File: config.mk
export PLATFORM = sky130hd
export DESIGN_NAME = yc_level_loop
export DESIGN_NICKNAME = d
export VERILOG_FILES = /design/src/rtl/yc_level_pkg.sv /design/src/rtl/yc_clamp_cmp.sv /design/src/rtl/yc_gain_cmp.sv /design/src/rtl/yc_gate_guard.sv /design/src/rtl/yc_level_loop.sv
export SDC_FILE = /design/constraint.sdc
export NUM_CORES = 1
export LEC_CHECK = 0
export ABC_AREA = 1
export BUFFER_PORTS_ARGS = -buffer_cell sky130_fd_sc_hd__buf_2
export CAP_MARGIN = 20
export CORE_AREA = 2 2 39 41
export DETAILED_ROUTE_END_ITERATION = 10
export DIE_AREA = 0 0 41 43
export PLACE_DENSITY = 0.48
export SLEW_MARGIN = 10
export SYNTH_ARGS = -nofsm -noshare
export SYNTH_HDL_FRONTEND = slang
export SYNTH_SLANG_ARGS = --single-unit
File: constraint.sdc
create_clock -name clk -period 0.8 [get_ports clk]
set_input_delay 0.16 -clock clk [delete_from_list [all_inputs] [get_ports clk]]
set_output_delay 0.16 -clock clk [all_outputs]
set_load 0.01 [all_outputs]
File: src/rtl/yc_level_pkg.sv
package yc_level_pkg;

  typedef enum logic [1:0] {
    MAG_ZERO   = 2'd0,
    MAG_SMALL  = 2'd1,
    MAG_MEDIUM = 2'd2,
    MAG_LARGE  = 2'd3
  } mag_e;

  typedef struct packed {
    logic src;
    mag_e mag;
  } pump_cmd_t;

  localparam pump_cmd_t CMD_IDLE = '{src: 1'b0, mag: MAG_ZERO};

endpackage

File: src/rtl/yc_clamp_cmp.sv
module yc_clamp_cmp
  import yc_level_pkg::*;
#(
  parameter int DW       = 8,
  parameter int LUMA_T   = 64,
  parameter int CHROMA_T = 128
) (
  input  logic [DW-1:0] code,
  input  logic          under,
  input  logic          over,
  input  logic          chroma,
  input  logic          gate,
  output pump_cmd_t     cmd
);

  localparam int NCH = 2;
  localparam logic [DW-1:0] LUMA_CODE   = LUMA_T[DW-1:0];
  localparam logic [DW-1:0] CHROMA_CODE = CHROMA_T[DW-1:0];

  logic [NCH-1:0] below;
  logic [NCH-1:0] above;

  // One comparator pair per channel target; the select picks a pair.
  for (genvar g = 0; g < NCH; g++) begin : g_ch
    localparam logic [DW-1:0] TGT = (g == 0) ? LUMA_CODE : CHROMA_CODE;
    assign below[g] = under | (~over & (code < TGT));
    assign above[g] = ~under & (over | (code > TGT));
  end

  always_comb begin
    cmd = CMD_IDLE;
    if (gate) begin
      if (below[chroma])      cmd = '{src: 1'b1, mag: MAG_MEDIUM};
      else if (above[chroma]) cmd = '{src: 1'b0, mag: MAG_MEDIUM};
    end
  end

endmodule

File: src/rtl/yc_gain_cmp.sv
module yc_gain_cmp
  import yc_level_pkg::*;
(
  input  logic      under,
  input  logic      over,
  input  logic      agc_gate,
  input  logic      pw_en_n,
  output pump_cmd_t cmd
);

  logic peak_hit;
  assign peak_hit = ~pw_en_n & over & ~under;

  always_comb begin
    cmd = CMD_IDLE;
    if (peak_hit)      cmd = '{src: 1'b1, mag: MAG_LARGE};
    else if (agc_gate) cmd = under ? '{src: 1'b1, mag: MAG_SMALL}
                                   : '{src: 1'b0, mag: MAG_SMALL};
  end

endmodule

File: src/rtl/yc_gate_guard.sv
module yc_gate_guard (
  input  logic clk,
  input  logic rst_n,
  input  logic agc_gate,
  input  logic clamp_gate,
  output logic overlap_now,
  output logic overlap_seen
);

  assign overlap_now = agc_gate & clamp_gate;

  always_ff @(posedge clk or negedge rst_n) begin
    if (!rst_n) overlap_seen <= 1'b0;
    else        overlap_seen <= overlap_seen | overlap_now;
  end

endmodule

File: src/rtl/yc_level_loop.sv
module yc_level_loop
  import yc_level_pkg::*;
#(
  parameter int DW       = 8,
  parameter int LUMA_T   = 64,
  parameter int CHROMA_T = 128
) (
  input  logic          clk,
  input  logic          rst_n,
  input  logic          smp_valid,
  output logic          smp_ready,
  input  logic [DW-1:0] smp_code,
  input  logic          smp_under,
  input  logic          smp_over,
  input  logic          chan_chroma,
  input  logic          agc_gate,
  input  logic          clamp_gate,
  input  logic          pw_en_n,
  output logic          clamp_src,
  output logic [1:0]    clamp_mag,
  output logic          gain_src,
  output logic [1:0]    gain_mag,
  output logic          gate_overlap
);

  pump_cmd_t clamp_nxt, gain_nxt;
  pump_cmd_t clamp_q, gain_q;
  logic      overlap_now;
  logic      accept;

  assign smp_ready = 1'b1;
  assign accept    = smp_valid & smp_ready;

  yc_clamp_cmp #(
    .DW(DW), .LUMA_T(LUMA_T), .CHROMA_T(CHROMA_T)
  ) u_clamp (
    .code   (smp_code),
    .under  (smp_under),
    .over   (smp_over),
    .chroma (chan_chroma),
    .gate   (clamp_gate),
    .cmd    (clamp_nxt)
  );

  yc_gain_cmp u_gain (
    .under    (smp_under),
    .over     (smp_over),
    .agc_gate (agc_gate),
    .pw_en_n  (pw_en_n),
    .cmd      (gain_nxt)
  );

  yc_gate_guard u_guard (
    .clk          (clk),
    .rst_n        (rst_n),
    .agc_gate     (agc_gate),
    .clamp_gate   (clamp_gate),
    .overlap_now  (overlap_now),
    .overlap_seen (gate_overlap)
  );

  always_ff @(posedge clk or negedge rst_n) begin
    if (!rst_n) begin
      clamp_q <= CMD_IDLE;
      gain_q  <= CMD_IDLE;
    end else if (!accept || overlap_now) begin
      clamp_q <= CMD_IDLE;
      gain_q  <= CMD_IDLE;
    end else begin
      clamp_q <= clamp_nxt;
      gain_q  <= gain_nxt;
    end
  end

  assign clamp_src = clamp_q.src;
  assign clamp_mag = clamp_q.mag;
  assign gain_src  = gain_q.src;
  assign gain_mag  = gain_q.mag;

endmodule

==> reports/metrics.yaml, run 1 <==
h-tree-depth: 1
synth.area.top_cells: "dfrtp_1, nand2_1, nor2_1"
synth_commonest_cells: "nand2_1, dfrtp_1, nor2_1"
synth_top_flop_cell: "dfrtp_1"
dp_hpwl_um: 495
clock_sinks: 6
yosysTopAreaCell: "dfrtp_1"
synth.yosys.seq_area_share_pct: 50.6
reg2reg_depth: 2
worstSkewPairLatency_ps: 240
tritoncts: "built"
start_kind: "flop"
worst_path_largest_cell_delay_ps: 360
die_x_um: 41
final-setup-viol-count: 6
grt_pass1_wl_um: 910
fin_ws_ps: -95.7
regToRegStartpoint: "u_guard.overlap_seen$_DFF_PN0_"
slowest_stage: "dfrtp_1"
worstPathRequired_ps: 640
core_area_sq_um: 1380
design_area_sq_um: 458
postRouteAntennaNets: 0
placed_area_sq_um: 412
cts_root_buf: "clkbuf_4"
grt_overflow_total: 0
antenna_found_initial: 0
rsz0062_at_grt: "yes"
pin_count: 25
hold_class: "in -> reg"
multi_input_area_sq_um: 113
synth.most_common_cell: "nand2_1"
hold_viol: 0
r2r_end: "u_guard.overlap_seen$_DFF_PN0_"
place_congestion: 0.729
clkTransAtPathRegs_ps: 40
slew_viol_final: 0
crit_family: "flip-flops"
fillers: 150
wl_um: 572
via_per_inst: 3.85
start_util_pct: 21.4
routedWlPerCell_um: 7.33
period_needed_ps: 896
hold-path-endpoint: "u_guard.overlap_seen$_DFF_PN0_"
gr-usage-all-layers_pct: 8.33
holdCritStartpoint: "agc_gate"
drive_gt1_share_pct: 46.8
portBuffers: 22
synth_top_cell_area_share_pct: 50.6
num_rows: 14
crit_fanout: 2
syn-cell-area_sq_um: 297
power.leakage_nw: 0.273
postSynthCellCount: 37
drc_errors: 0
clock_skew_ps: 0
setup_tns_ps: -454
cts_max_path_buffers: 2
synth_warnings: 0
drt_first_pass_iters: 1
drtIter0Drc: 0
synth_edf_count: 0
grt_max_degree: 7
end_kind: "output pin"
die_h_um: 43
seq_area_sq_um: 150
crit_chain: "buf_2"
dr_total_vias: 300
async_flop_share_pct: 100
failed_checks: "negative setup slack"
grt_pass1_vias: 254
finalCritPeriodShare_pct: 112
arrival_ps: 740
syn_to_final_growth_pct: 54.4
avgSynthCellArea_sq_um: 8.01
dieArea_sq_um: 1760
nNetsFinal: 81
power_density_nw_per_um2: 1530
syn_nets: 54
criticalPathCategory: "reg -> out"
min_path_cells: 2
outcome: "complete, but fails checks"
irDropWorstVdd_uv: 395
yosysUniqueCellTypes: 15
cap_violations: 0
synth_seq_cells: 6
antenna_cells: 0
numCtsBuffers: 3
crit_buf_inv: 1
ff2ff_setup_slack_ps: 60
fmax_mhz: 1120
-- how the worst max path moves through the flow --
stage,start,endpoint,slack [ps],depth (start not counted)
6_report,u_guard.overlap_seen$_DFF_PN0_,gate_overlap,-100,1
5_1_grt,u_guard.overlap_seen$_DFF_PN0_,gate_overlap,-130,1
4_1_cts,u_guard.overlap_seen$_DFF_PN0_,gate_overlap,-110,1
3_5_place_dp,smp_code[6],clamp_mag[1]$_DFF_PN0_,30,5
3_3_place_gp,smp_code[6],clamp_mag[1]$_DFF_PN0_,40,5
2_1_floorplan,u_guard.overlap_seen$_DFF_PN0_,u_guard.overlap_seen$_DFF_PN0_,140,1
-- where the power goes --
group	total [mW]	internal, mW	switching, mW
combinational	0.118	0.0587	0.0592
sequential	0.319	0.317	0.00253
clock	0.266	0.169	0.0968
-- cell families (layout without fill, tap and decap cells) --
group	after synthesis	in the layout	share of synthesized area (%)
other	2	2	2.53
buffers and inverters	7	32	11.4
flip-flops	6	6	50.6
AND/OR/NAND/NOR	16	16	22.4
AO/OA/AOI/OAI	6	6	13.1
-- per-layer routing --
layer	part of all wire, %	global-route usage (%)	up-vias
li1	-	-	161
met1	36	7.40	119
met2	47	11.6	18
met3	15	2.62	2
met4	2.3	12.0	0
met5	0	0	-
-- sequential cells by signal (all words and copies together), names as in the netlist --
name	count
gain_src	1
clamp_mag	1
gain_mag	2
clamp_src	1
u_guard.overlap_seen	1
-- timing repair --
item / CTS / global route
hold endpoints to repair: 6 / 0
resized for setup: 0 / 1
setup endpoints to repair: 6 / 6
hold buffers: 1 / 0
setup buffers: 1 / 0
-- final cells by class --
cell class	count	area share [%]
inverter	5	4.10
multi-input combinational	24	24.6
sequential	6	32.8
timing repair buffer	24	29.2
tap	16	4.37
clock buffer	3	4.92
-- through the flow --
stage	power (mW)	setup slack, ps	util, %	hold slack [ps]	instances
5_1_grt	0.755	-134	33.1	171	78
6_report	0.703	-95.7	33.1	164	78
4_1_cts	0.720	-110	32.6	157	78
2_1_floorplan	0.380	141	-	-136	37
3_3_place_gp	0.435	37.9	29.7	-12.1	73
3_5_place_dp	0.436	31.8	29.7	-12.5	73
-- cells in the final DEF, fill, tap and decap left out, drive strengths merged --
master / n
a21oi: 2
clkbuf: 3
a21boi: 1
nor2: 5
conb: 2
clkinv: 1
nand2: 8
nand3: 3
dlygate4sd3: 1
o21ai: 2
buf: 23
dfrtp: 6
a21o: 1
inv: 4
Note: power is estimated with default switching activity, not from simulation.
==> run 2, diff against run 1 <==
--- a/config.mk
+++ b/config.mk
@@ -6,7 +6,7 @@
 export NUM_CORES = 1
 export LEC_CHECK = 0
 export ABC_AREA = 1
-export BUFFER_PORTS_ARGS = -buffer_cell sky130_fd_sc_hd__buf_2
+export BUFFER_PORTS_ARGS = -buffer_cell sky130_fd_sc_hd__buf_4
 export CAP_MARGIN = 20
 export CORE_AREA = 2 2 39 41
 export DETAILED_ROUTE_END_ITERATION = 10
==> constraint.sdc (replaced) <==
create_clock -name clk -period 1 [get_ports clk]
set_input_delay 0.2 -clock clk [delete_from_list [all_inputs] [get_ports clk]]
set_output_delay 0.2 -clock clk [all_outputs]
set_load 0.01 [all_outputs]
==> run 2 against run 1 <==
Core utilization grew 3.0 points. The flow now finishes without violations. Count of clock-buffer cells in the layout stayed put. Worst setup slack gained 140 ps. Clock skew is the same. Sequential cell count did not move. Total power down 16%. Cell count is 1.3% lower. Combinational power barely moved. Critical path type unchanged. First-iteration DRC count did not move. Non-clock buffer count down 1.
==> reports/metrics.yaml, run 2 (synthesized netlist as in run 1, its figures left out) <==
reg2reg_depth: 1
h-tree-depth: 1
criticalPathCategory: "reg -> out"
worstPathRequired_ps: 800
crit_chain: "buf_4"
final_cell_mix: "buf_4, nand2_1, dfrtp_1"
grt_pass1_wl_um: 1120
worst_path_largest_cell_delay_ps: 370
portBuffers: 22
via_per_inst: 3.87
seq_power_share_pct: 43.4
period_needed_ps: 958
drc_errors: 0
arrival_ps: 760
fin_ws_ps: 42.3
drt_first_pass_iters: 1
start_util_pct: 21.4
hold_class: "in -> reg"
crit_buf_inv: 1
routedWlPerCell_um: 7.78
slowest_stage: "dfrtp_1"
pin_count: 25
cts_max_path_buffers: 2
switchingPower_mw: 0.133
switching_share_pct: 22.6
largest_reg_flops: 2
drive_gt1_share_pct: 45.9
grt_pass1_vias: 289
crit_fanout: 2
num_rows: 14
hold_buffers: 1
post_cts_resized: 0
fmax_mhz: 1040
design_area_sq_um: 499
drtIter0Drc: 0
tritoncts: "built"
cap_violations: 0
pwr-share-clk_pct: 37.0
power.leakage_nw: 0.285
place_ws_ps: 164
cts_root_buf: "clkbuf_4"
power_density_nw_per_um2: 1180
numCtsBuffers: 3
end_kind: "output pin"
dp_hpwl_um: 514
final-setup-viol-count: 0
crit_cells: 1
finalCritPeriodShare_pct: 95.8
antenna_cells: 0
core_area_sq_um: 1380
hold_viol: 0
place_congestion: 0.764
clock_sinks: 6
clock_skew_ps: 0
finish.utilization_pct: 36.1
post_cts_buffers: 0
clkTransAtPathRegs_ps: 40
dr_total_vias: 298
wl_um: 599
combPwrFrac_pct: 19.6
outcome: "finished clean"
grt_overflow_total: 0
syn_to_final_growth_pct: 68.4
internal_power_mw: 0.456
worstSkewPairLatency_ps: 240
gr-usage-all-layers_pct: 9.87
start_kind: "flop"
p_total_mw: 0.589
grt_max_degree: 7
antenna_found_initial: 0
instances_no_fill: 77
final_common_cell: "buf_4"
holdWs_ps: 181
dp_cells: 73
slew_viol_final: 0
postRouteAntennaNets: 0
dieArea_sq_um: 1760
die_h_um: 43
setup_tns_ps: 0
crit_family: "flip-flops"
rsz0062_at_grt: "no"
nNetsFinal: 80
die_x_um: 41
min_path_cells: 2
placed_area_sq_um: 467
irDropWorstVdd_uv: 311
[run 2: power groups by stage]
stage	clock network [mW]	registers [mW]	logic [mW]
2_1_floorplan	0	0.265	0.0391
3_3_place_gp	0	0.259	0.113
3_5_place_dp	0	0.259	0.114
4_1_cts	0.233	0.255	0.117
5_1_grt	0.238	0.256	0.133
6_report	0.218	0.255	0.115
[run 2: final timing paths]
path / endpoint / start / slack, ps
max: gate_overlap / u_guard.overlap_seen$_DFF_PN0_ / 40
min: u_guard.overlap_seen$_DFF_PN0_ / agc_gate / 180
max reg2reg: u_guard.overlap_seen$_DFF_PN0_ / u_guard.overlap_seen$_DFF_PN0_ / 370
min reg2reg: u_guard.overlap_seen$_DFF_PN0_ / u_guard.overlap_seen$_DFF_PN0_ / 460
max in group asynchronous: clamp_src$_DFF_PN0_ / rst_n / 590
min in group asynchronous: gain_mag[0]$_DFF_PN0_ / rst_n / 300
[run 2: area by class of cell]
class	instances	area [sq um]
well taps	16	20.0
multi-input cells	24	113
repair buffers	23	175
flip-flops and latches	6	150
fillers	149	885
clock buffers	3	22.5
inverters	5	18.8
[run 2: metal layers]
layer / routed length [um] / track usage (%) / vias to the layer above
li1: - / - / 157
met1: 223 / 11.7 / 117
met2: 267 / 12.8 / 20
met3: 78 / 1.57 / 4
met4: 30 / 12.0 / 0
met5: 0 / 0 / -
==> run 3, diff against run 2 <==
--- a/config.mk
+++ b/config.mk
@@ -11,8 +11,9 @@
 export CORE_AREA = 2 2 39 41
 export DETAILED_ROUTE_END_ITERATION = 10
 export DIE_AREA = 0 0 41 43
-export PLACE_DENSITY = 0.48
+export PLACE_DENSITY = 0.56
 export SLEW_MARGIN = 10
 export SYNTH_ARGS = -nofsm -noshare
 export SYNTH_HDL_FRONTEND = slang
+export SYNTH_HIERARCHICAL = 1
 export SYNTH_SLANG_ARGS = --single-unit
==> run 3 against run 2 <==
Total power increased by 15%. Cell count grew 30%. Synthesized cell count grew 59%. Global-route usage grew 0.10 points. Via count grew 28%. Worst setup slack improved by 5.1 ps. Count of clock-buffer cells in the layout is 1 higher. Critical path depth stayed put. Wire length grew 13%. Clock power is 12% higher. Fmax is 0.54% higher. Clock skew did not move. Largest cell class unchanged. Highest routed layer unchanged.
==> reports/metrics.yaml, run 3 <==
wl_um: 677
power_density_nw_per_um2: 1120
pin_count: 25
antenna_found_initial: 0
numCtsBuffers: 3
drt_first_pass_iters: 3
async_flop_share_pct: 100
slowest_stage: "dfrtp_1"
crit_family: "flip-flops"
irDropWorstVdd_uv: 316
cap_violations: 0
hold_buffers: 1
power.leakage_nw: 0.385
hold_class: "in -> reg"
synth.yosys.seq_area_share_pct: 44.2
tritoncts: "built"
cts_max_path_buffers: 2
synth_top_cell_area_share_pct: 44.2
cts_root_buf: "clkbuf_4"
antenna_cells: 0
period_needed_ps: 953
criticalPathCategory: "reg -> out"
finalCritPeriodShare_pct: 95.3
hold_viol: 0
holdWs_ps: 178
nNetsFinal: 102
drc_errors: 0
yosysTopAreaCell: "dfrtp_1"
grt_pass1_vias: 312
dp_hpwl_um: 591
num_rows: 14
slew_viol_final: 0
postSynthCellCount: 59
avgSynthCellArea_sq_um: 6.72
end_kind: "output pin"
clock_skew_ps: 0
synth_seq_cells: 7
synth_edf_count: 0
syn_nets: 76
gr-usage-all-layers_pct: 9.97
clkTransAtPathRegs_ps: 50
final-setup-viol-count: 0
synth.most_common_cell: "inv_1"
final_cell_mix: "buf_4, inv_1, nand2_1"
die_x_um: 41
crit_fanout: 2
synth_warnings: 6
arrival_ps: 750
syn-cell-area_sq_um: 397
crit_buf_inv: 1
synth_commonest_cells: "inv_1, nand2_1, nor2_1"
routedWlPerCell_um: 6.77
worstPathRequired_ps: 800
dieArea_sq_um: 1760
synth_top_flop_cell: "dfrtp_1"
setup_tns_ps: 0
outcome: "finished clean"
syn_to_final_growth_pct: 52.1
grt_overflow_total: 0
rsz0062_at_grt: "no"
clock_sinks: 7
post_cts_resized: 0
postRouteAntennaNets: 0
die_h_um: 43
grt_max_degree: 8
fmax_mhz: 1050
final_common_cell: "buf_4"
post_cts_buffers: 0
worstSkewPairLatency_ps: 240
place_congestion: 0.707
start_util_pct: 28.7
drtIter0Drc: 4
dr_total_vias: 380
synth.area.top_cells: "dfrtp_1, inv_1, nand2_1"
drive_gt1_share_pct: 33.3
core_area_sq_um: 1380
h-tree-depth: 1
fillers: 159
portBuffers: 23
yosysUniqueCellTypes: 10
worst_path_largest_cell_delay_ps: 370
grt_pass1_wl_um: 1100
crit_chain: "buf_4"
via_per_inst: 3.80
start_kind: "flop"
run 3: report_power, final:
| group | internal (mW) | total [mW] | switching, mW |
|---|---|---|---|
| Clock | 0.151 | 0.244 | 0.0922 |
| Combinational | 0.0747 | 0.133 | 0.0585 |
| Sequential | 0.295 | 0.298 | 0.00269 |
run 3: path summary, 6_finish.rpt:
check,start,endpoint,slack (ps),cells after the start
hold reg to reg,u_guard/overlap_seen$_DFF_PN0_,u_guard/overlap_seen$_DFF_PN0_,460,2
hold / removal,clamp_gate,u_guard/overlap_seen$_DFF_PN0_,180,3
min in group asynchronous,rst_n,u_guard/overlap_seen$_DFF_PN0_,300,2
setup reg to reg,u_guard/overlap_seen$_DFF_PN0_,u_guard/overlap_seen$_DFF_PN0_,430,2
max in group asynchronous,rst_n,clamp_mag[0]$_DFF_PN0_,580,2
setup / recovery,u_guard/overlap_seen$_DFF_PN0_,gate_overlap,50,1
run 3: routing by layer:
layer  share of wire [%]  global-route usage, %  vias to the layer above
met2                  50                   15.6                       19
met5                   0                      0                        -
met3                  11                   1.57                        2
li1                    -                      -                      204
met1                  37                   9.09                      155
met4                 1.5                   12.0                        0
run 3: logic make-up (layout without fill, tap and decap cells):
| logic type | Yosys count | count (layout) | synth area share (%) |
|---|---|---|---|
| compound gates | 2 | 2 | 2.52 |
| buf+inv | 22 | 47 | 23.7 |
| flops | 7 | 7 | 44.2 |
| other cells | 2 | 2 | 1.89 |
| simple gates | 26 | 26 | 27.8 |
run 3: worst reg2reg max path, stage by stage (launching register included):
cell     delay, ps
dfrtp_1        370
inv_1           50
nand2_1         40
run 3: area by class of cell:
cell class	count	area (sq um)	area share (%)
inverters	19	71.3	11.8
repair buffers	24	183	30.3
multi-input cells	30	128	21.2
flip-flops and latches	7	175	29.0
clock buffers	4	26.3	4.36
well taps	16	20.0	3.32
run 3: per-stage QoR:
step / power, mW / area [sq um] / util (%) / instances / setup slack, ps
CTS: 0.693 / 603 / 43.6 / 100 / 30.9
floorplan: 0.362 / 397 / - / 59 / 310
detailed placement: 0.435 / 567 / 41.0 / 95 / 163
finish: 0.675 / 603 / 43.6 / 100 / 47.5
global route: 0.719 / 603 / 43.6 / 100 / 7.07
global placement: 0.433 / 567 / 41.0 / 95 / 155
